===== src/rtl/segdac_pkg.sv =====
package segdac_pkg;

  // drive state of one switched cell: both rails held in one register
  typedef struct packed {
    logic drv_p;
    logic drv_n;
  } cell_drv_t;

  // mid-scale value of a field of the given width (top bit set)
  function automatic int unsigned field_mid(input int unsigned width);
    return 32'd1 << (width - 1);
  endfunction

endpackage


===== src/rtl/segdac_pipe.sv =====
module segdac_pipe #(
  parameter int W     = 5,
  parameter int DEPTH = 2
) (
  input  logic         clk,
  input  logic         rst,
  input  logic [W-1:0] rst_val,
  input  logic [W-1:0] d,
  output logic [W-1:0] q
);

  logic [W-1:0] stg [DEPTH];

  for (genvar k = 0; k < DEPTH; k++) begin : g_stage
    if (k == 0) begin : g_first
      always_ff @(posedge clk) begin
        if (rst) stg[k] <= rst_val;
        else     stg[k] <= d;
      end
    end else begin : g_next
      always_ff @(posedge clk) begin
        if (rst) stg[k] <= rst_val;
        else     stg[k] <= stg[k-1];
      end
    end
  end

  assign q = stg[DEPTH-1];

endmodule


===== src/rtl/segdac_therm_enc.sv =====
module segdac_therm_enc #(
  parameter int CODE_W = 5,
  parameter int SUB_W  = 3,
  parameter int LAT    = 2
) (
  input  logic                      clk,
  input  logic                      rst,
  input  logic [CODE_W-1:0]         code_i,
  output logic [(1<<CODE_W)-2:0]    therm_o
);

  localparam int LINES = (1 << CODE_W) - 1;
  localparam int HI_W  = CODE_W - SUB_W;
  localparam int GRP   = 1 << HI_W;
  localparam int SUBL  = 1 << SUB_W;
  localparam int MID   = int'(segdac_pkg::field_mid(CODE_W));
  localparam int TAIL  = (LAT > 1) ? LAT - 1 : 1;

  // decomposition: group selects (above / inside) and a small sub-thermometer
  logic [GRP-1:0]  gt_c, eq_c, gt_m, eq_m, gt_s, eq_s;
  logic [SUBL-1:0] lo_c, lo_m, lo_s;
  logic [LINES-1:0] mux_w, therm_mid;

  always_comb begin
    for (int g = 0; g < GRP; g++) begin
      gt_c[g] = int'(code_i[CODE_W-1:SUB_W]) > g;
      eq_c[g] = int'(code_i[CODE_W-1:SUB_W]) == g;
      gt_m[g] = (MID >> SUB_W) > g;
      eq_m[g] = (MID >> SUB_W) == g;
    end
    for (int j = 0; j < SUBL; j++) begin
      lo_c[j] = int'(code_i[SUB_W-1:0]) > j;
      lo_m[j] = (MID % SUBL) > j;
    end
  end

  if (LAT == 1) begin : g_flat
    assign gt_s = gt_c;
    assign eq_s = eq_c;
    assign lo_s = lo_c;
  end else begin : g_split
    always_ff @(posedge clk) begin
      if (rst) begin
        gt_s <= gt_m;
        eq_s <= eq_m;
        lo_s <= lo_m;
      end else begin
        gt_s <= gt_c;
        eq_s <= eq_c;
        lo_s <= lo_c;
      end
    end
  end

  // per-line mux: constant one, constant zero, or the sub-thermometer line
  for (genvar i = 0; i < LINES; i++) begin : g_line
    localparam int GI = i / SUBL;
    localparam int JI = i % SUBL;
    assign mux_w[i]     = gt_s[GI] | (eq_s[GI] & lo_s[JI]);
    assign therm_mid[i] = (i < MID);
  end

  segdac_pipe #(.W(LINES), .DEPTH(TAIL)) i_tail (
    .clk     (clk),
    .rst     (rst),
    .rst_val (therm_mid),
    .d       (mux_w),
    .q       (therm_o)
  );

  // a set line never sits above a cleared line
  assert_therm_shape_R2: assert property (@(posedge clk) disable iff (rst)
    ((therm_o >> 1) & ~therm_o) == '0);

endmodule


===== src/rtl/segdac_cell_drv.sv =====
module segdac_cell_drv
  import segdac_pkg::*;
#(
  parameter bit RST_ON = 1'b0
) (
  input  logic clk,
  input  logic rst,
  input  logic on_i,
  output logic on_p,
  output logic on_n
);

  cell_drv_t q;

  always_ff @(posedge clk) begin
    if (rst) q <= '{drv_p: RST_ON, drv_n: !RST_ON};
    else     q <= '{drv_p: on_i,   drv_n: !on_i};
  end

  assign on_p = q.drv_p;
  assign on_n = q.drv_n;

  // the two rails of a cell always disagree
  assert_rails_differ_R5: assert property (@(posedge clk) disable iff (rst)
    on_p != on_n);

endmodule


===== src/rtl/segdac_frontend.sv =====
module segdac_frontend #(
  parameter int MSB_W   = 5,
  parameter int LSB_W   = 5,
  parameter int SUB_W   = 3,
  parameter int ENC_LAT = 2
) (
  input  logic                     clk,
  input  logic                     rst,
  input  logic [MSB_W+LSB_W-1:0]   din,
  output logic [(1<<MSB_W)-2:0]    unary_p,
  output logic [(1<<MSB_W)-2:0]    unary_n,
  output logic [LSB_W-1:0]         bin_p,
  output logic [LSB_W-1:0]         bin_n
);

  localparam int DIN_W     = MSB_W + LSB_W;
  localparam int UNARY_N   = (1 << MSB_W) - 1;
  localparam int TOTAL_LAT = ENC_LAT + 1;
  localparam int MSB_MID   = int'(segdac_pkg::field_mid(MSB_W));
  localparam int LSB_MID   = int'(segdac_pkg::field_mid(LSB_W));
  localparam int CNT_W     = $clog2(TOTAL_LAT + 1);

  logic [UNARY_N-1:0] therm_w, therm_mid;
  logic [LSB_W-1:0]   bin_dly;

  segdac_therm_enc #(.CODE_W(MSB_W), .SUB_W(SUB_W), .LAT(ENC_LAT)) i_enc (
    .clk     (clk),
    .rst     (rst),
    .code_i  (din[DIN_W-1:LSB_W]),
    .therm_o (therm_w)
  );

  segdac_pipe #(.W(LSB_W), .DEPTH(ENC_LAT)) i_bin_dly (
    .clk     (clk),
    .rst     (rst),
    .rst_val (LSB_W'(LSB_MID)),
    .d       (din[LSB_W-1:0]),
    .q       (bin_dly)
  );

  for (genvar u = 0; u < UNARY_N; u++) begin : g_ucell
    localparam bit U_RST = (u < MSB_MID);
    assign therm_mid[u] = U_RST;
    segdac_cell_drv #(.RST_ON(U_RST)) i_cell (
      .clk  (clk),
      .rst  (rst),
      .on_i (therm_w[u]),
      .on_p (unary_p[u]),
      .on_n (unary_n[u])
    );
  end

  for (genvar b = 0; b < LSB_W; b++) begin : g_bcell
    localparam bit B_RST = (b == LSB_W - 1);
    segdac_cell_drv #(.RST_ON(B_RST)) i_cell (
      .clk  (clk),
      .rst  (rst),
      .on_i (bin_dly[b]),
      .on_p (bin_p[b]),
      .on_n (bin_n[b])
    );
  end

  // steadiness window used by the latency checks below
  logic [DIN_W-1:0] din_q;
  logic [CNT_W-1:0] steady_cnt;

  always_ff @(posedge clk) begin
    if (rst) begin
      din_q      <= '0;
      steady_cnt <= '0;
    end else begin
      din_q <= din;
      if (din != din_q)                         steady_cnt <= '0;
      else if (steady_cnt != CNT_W'(TOTAL_LAT)) steady_cnt <= steady_cnt + 1'b1;
    end
  end

  // unary count matches the upper field once the input has been steady
  assert_code_latency_R4: assert property (@(posedge clk) disable iff (rst)
    (steady_cnt == CNT_W'(TOTAL_LAT) && din == din_q)
      |-> ($countones(unary_p) == int'(din[DIN_W-1:LSB_W])));

  // binary rails match the lower field under the same window
  assert_bin_aligned_R3: assert property (@(posedge clk) disable iff (rst)
    (steady_cnt == CNT_W'(TOTAL_LAT) && din == din_q)
      |-> (bin_p == din[LSB_W-1:0]));

  // first cycle after reset shows the mid word
  assert_reset_mid_R6: assert property (@(posedge clk) disable iff (rst)
    $fell(rst) |-> (unary_p == therm_mid && bin_p == LSB_W'(LSB_MID)));

endmodule


===== config.mk =====
export PLATFORM = sky130hd
export DESIGN_NAME = segdac_frontend
export DESIGN_NICKNAME = d
export VERILOG_FILES = /design/src/rtl/segdac_pkg.sv /design/src/rtl/segdac_pipe.sv /design/src/rtl/segdac_therm_enc.sv /design/src/rtl/segdac_cell_drv.sv /design/src/rtl/segdac_frontend.sv
export SDC_FILE = /design/constraint.sdc
export NUM_CORES = 1
export LEC_CHECK = 0
export BUFFER_PORTS_ARGS = -buffer_cell sky130_fd_sc_hd__buf_2
export CORE_MARGIN = 1.5
export CORE_UTILIZATION = 41
export CTS_CLUSTER_DIAMETER = 150
export DETAILED_ROUTE_END_ITERATION = 16
export PLACE_DENSITY = 0.68
export RECOVER_POWER = 25
export SLEW_MARGIN = 20
export SYNTH_ARGS = -nofsm -noshare
export SYNTH_HDL_FRONTEND = slang
export SYNTH_SLANG_ARGS = --single-unit

===== constraint.sdc =====
create_clock -name clk -period 1.8 [get_ports clk]
set_input_delay 0.45 -clock clk [delete_from_list [all_inputs] [get_ports clk]]
set_output_delay 0.45 -clock clk [all_outputs]
set_load 0.01 [all_outputs]

==> flow_metrics.env <==
export IMPL_status="finished, final reports clean"
export IMPL_core_area_mm2=0.009196
export IMPL_switchingPower_mw=1.251
export IMPL_wl_per_cell_um=10.81
export IMPL_grt_pass1_wl_um=8535
export IMPL_post_route_drc_count=0
export IMPL_insertion_delay_ns=0.49
export IMPL_numPortBuffers=83
export IMPL_critPathLaunchType="input pin"
export IMPL_nNetsFinal=396
export IMPL_whs_ns=0.1379
export IMPL_place_hpwl_um=3724
export IMPL_cp_slowest_stage_delay_ns=0.89
export IMPL_fin_total_pwr_mw=6.353
export IMPL_dr_total_vias=2005
export IMPL_required_ns=2.19
export IMPL_postCtsSetupBuffers=0
export IMPL_finalCritPeriodShare_pct=82.79
export IMPL_clk_pin_slew_ns=0.06
export IMPL_layoutNonFillerInstCount=508
export IMPL_path_max_fanout=30
export IMPL_path_cells="clkbuf_1 -> clkbuf_1 -> or2_0 -> inv_1"
export IMPL_final_max_slew_viol_count=0
export IMPL_fill_cells=872
export IMPL_synthDistinctLibCells=21
export IMPL_synth_area_mm2=0.003882
export IMPL_grt_pass1_vias=1868
export IMPL_final_hold_violation_count=0
export IMPL_layout_commonest_cell="dfxtp_1"
export IMPL_cts_tree="done"
export IMPL_grt_util_all_layers_pct=11.59
export IMPL_critPathKind="input pin to flop"
export IMPL_antenna_found_initial=0
export IMPL_p_seq_share_pct=45.8
export IMPL_skew_ns=0.003663
export IMPL_tns_ns=0
export IMPL_root_buffer="clkbuf_8"
export IMPL_core_rowCount=35
export IMPL_ys_warn_count=0
export IMPL_synth_fp_nets=372
export IMPL_setup_viol=0
export IMPL_dp_cells=476
export IMPL_htree_num_levels=4
export IMPL_cts_sinks=126
export IMPL_intPower_mw=5.103
export IMPL_cp_arrival_ns=1.88
export IMPL_rsz0062_at_grt="false"
export IMPL_cts_buffers=17
export IMPL_worst_slew_pin_slew_ns=1.151
export IMPL_routed_wl_um=5492
export IMPL_p_leak_nw=2.026
export IMPL_n_antenna_cell=0
export IMPL_fin_crit_ns=1.490
export IMPL_first_pass_iters=4
export IMPL_final_cell_mix="dfxtp_1 (126), buf_2 (81), inv_1 (36)"
export IMPL_start_util_pct=42.22
export IMPL_avgViaCountPerCell=3.947
export IMPL_grt_overflow=0
export IMPL_ir_drop_v=0.0006451
export IMPL_critPathCaptureType="flop"
export IMPL_drv_cap=0
export IMPL_drive_above_1_share_pct=30.48
export IMPL_cts_hold_buf=0
export IMPL_p_per_area_mw_per_mm2=1433
export IMPL_netlist_instances=360
export IMPL_postRouteAntennaNets=0
export IMPL_hp_class="input pin to flop"
export IMPL_place_congestion=0.7432
export IMPL_first_iter_violations=32
export IMPL_seq_area_frac_synth_pct=64.97
export IMPL_synth_seq_cells=126
export IMPL_sw_frac_of_total_pct=19.69
export IMPL_grt_start_max_net_pins=31
export IMPL_syn_area_per_cell_um2=10.78
export IMPL_max_slew_margin_pct=23.28
export IMPL_io_pins=84
export IMPL_pwr_share_comb_pct=2.4
export IMPL_slowest_stage="clkbuf_1"
export IMPL_fmax_mhz=671.0
export IMPL_cpMostUsedCell="clkbuf_1"
export IMPL_crit_family="buffers and inverters"
export IMPL_cp_num_buf_inv=3
export IMPL_die_w_um=100.3
export IMPL_p_clk_share_pct=51.8
export IMPL_die_area_mm2=0.01006
export IMPL_cts_resized=0
export IMPL_die_h_um=100.3
export IMPL_clockBufferDepth=2
export IMPL_syn2layout_area_growth_pct=14.21
registers in the layout, summed over array words and instances, names as in the netlist:
register,count
i_enc.lo_s,7
i_bin_dly.stg,10
g_bcell.i_cell.on_n,5
g_ucell.i_cell.on_n,31
i_enc.gt_s,2
g_ucell.i_cell.on_p,31
i_enc.i_tail.stg,31
i_enc.eq_s,4
g_bcell.i_cell.on_p,5
worst paths after layout:
| check | from | to | slack [ns] | cells after the start |
|---|---|---|---|---|
| min | din[4] | i_bin_dly.stg[0][4]$_SDFF_PP1_ | 0.14 | 2 |
| min reg2reg | i_bin_dly.stg[0][4]$_SDFF_PP1_ | i_bin_dly.stg[1][4]$_SDFF_PP1_ | 0.41 | 1 |
| max reg2reg | i_enc.eq_s[3]$_SDFF_PP0_ | i_enc.i_tail.stg[0][27]$_SDFF_PP0_ | 0.84 | 2 |
| max | rst | g_bcell[4].i_cell.on_n$_SDFF_PP0_ | 0.31 | 4 |
layer usage:
metal	vias to the layer above	track usage (%)	part of all wire [%]	wire length (um)
met5	-	0	0	0
met4	0	6.501	0.97	53
met3	4	5.292	4.6	251
met2	53	19.26	50	2736
met1	914	12.19	45	2450
li1	1034	-	-	-
worst reg2reg max path: cells and delay by family (launching register included):
family	cells	cell delay, ns
flip-flops	1	0.45
AND/OR/NAND/NOR	2	0.46
cells in the mapped netlist:
cell,instances,area [um^2]
buf_2,4,20.02
inv_1,36,135.1
and2b_1,1,7.510
nand2_1,29,108.9
dfxtp_1,126,2522
and2_1,8,50.05
a21o_1,1,7.510
clkbuf_2,1,5.000
nor2_4,2,22.52
or3_1,1,6.260
a21oi_1,8,40.04
nor2_1,13,48.80
buf_6,3,33.78
o21a_1,1,7.510
or2_1,17,106.4
buf_4,72,540.5
nor2b_1,28,175.2
inv_2,4,15.01
or2_2,3,18.77
nor3_1,1,5.000
and3_1,1,6.260
power groups by stage:
stage	clock network, mW	logic, mW	registers, mW
global route	3.50	0.174	2.92
CTS	3.37	0.163	2.91
global placement	0	0.160	2.97
detailed placement	0	0.162	2.97
finish	3.29	0.155	2.91
floorplan	0	0.148	2.95
area by class of cell:
class                      count  area [um^2]  share of cell area (%)
inverter                      40        150.1                   3.386
clock buffer                  20        445.4                   10.05
clock inverter                12        142.6                   3.217
tap                          111        138.9                   3.132
multi-input combinational    114        610.6                   13.77
timing repair buffer          85        424.2                   9.565
sequential                   126         2522                   56.88
through the flow:
stage / util (%) / setup WS (ns) / cell area, um^2
3_3_place_gp: 42.03 / 0.5239 / 3865
4_1_cts: 48.42 / 0.3661 / 4453
2_1_floorplan: - / 0.6800 / 3882
6_report: 48.22 / 0.3098 / 4434
3_5_place_dp: 42.03 / 0.5013 / 3865
5_1_grt: 48.22 / 0.2135 / 4434
kinds of logic (layout without fill, tap and decap cells):
family,count (synthesis),after routing,share of synthesized area (%)
buffers and inverters,120,157,19.30
flip-flops,126,126,64.97
AO/OA/AOI/OAI,10,10,1.418
AND/OR/NAND/NOR,104,104,14.31
No activity file was read; power rests on OpenSTA's default activity.
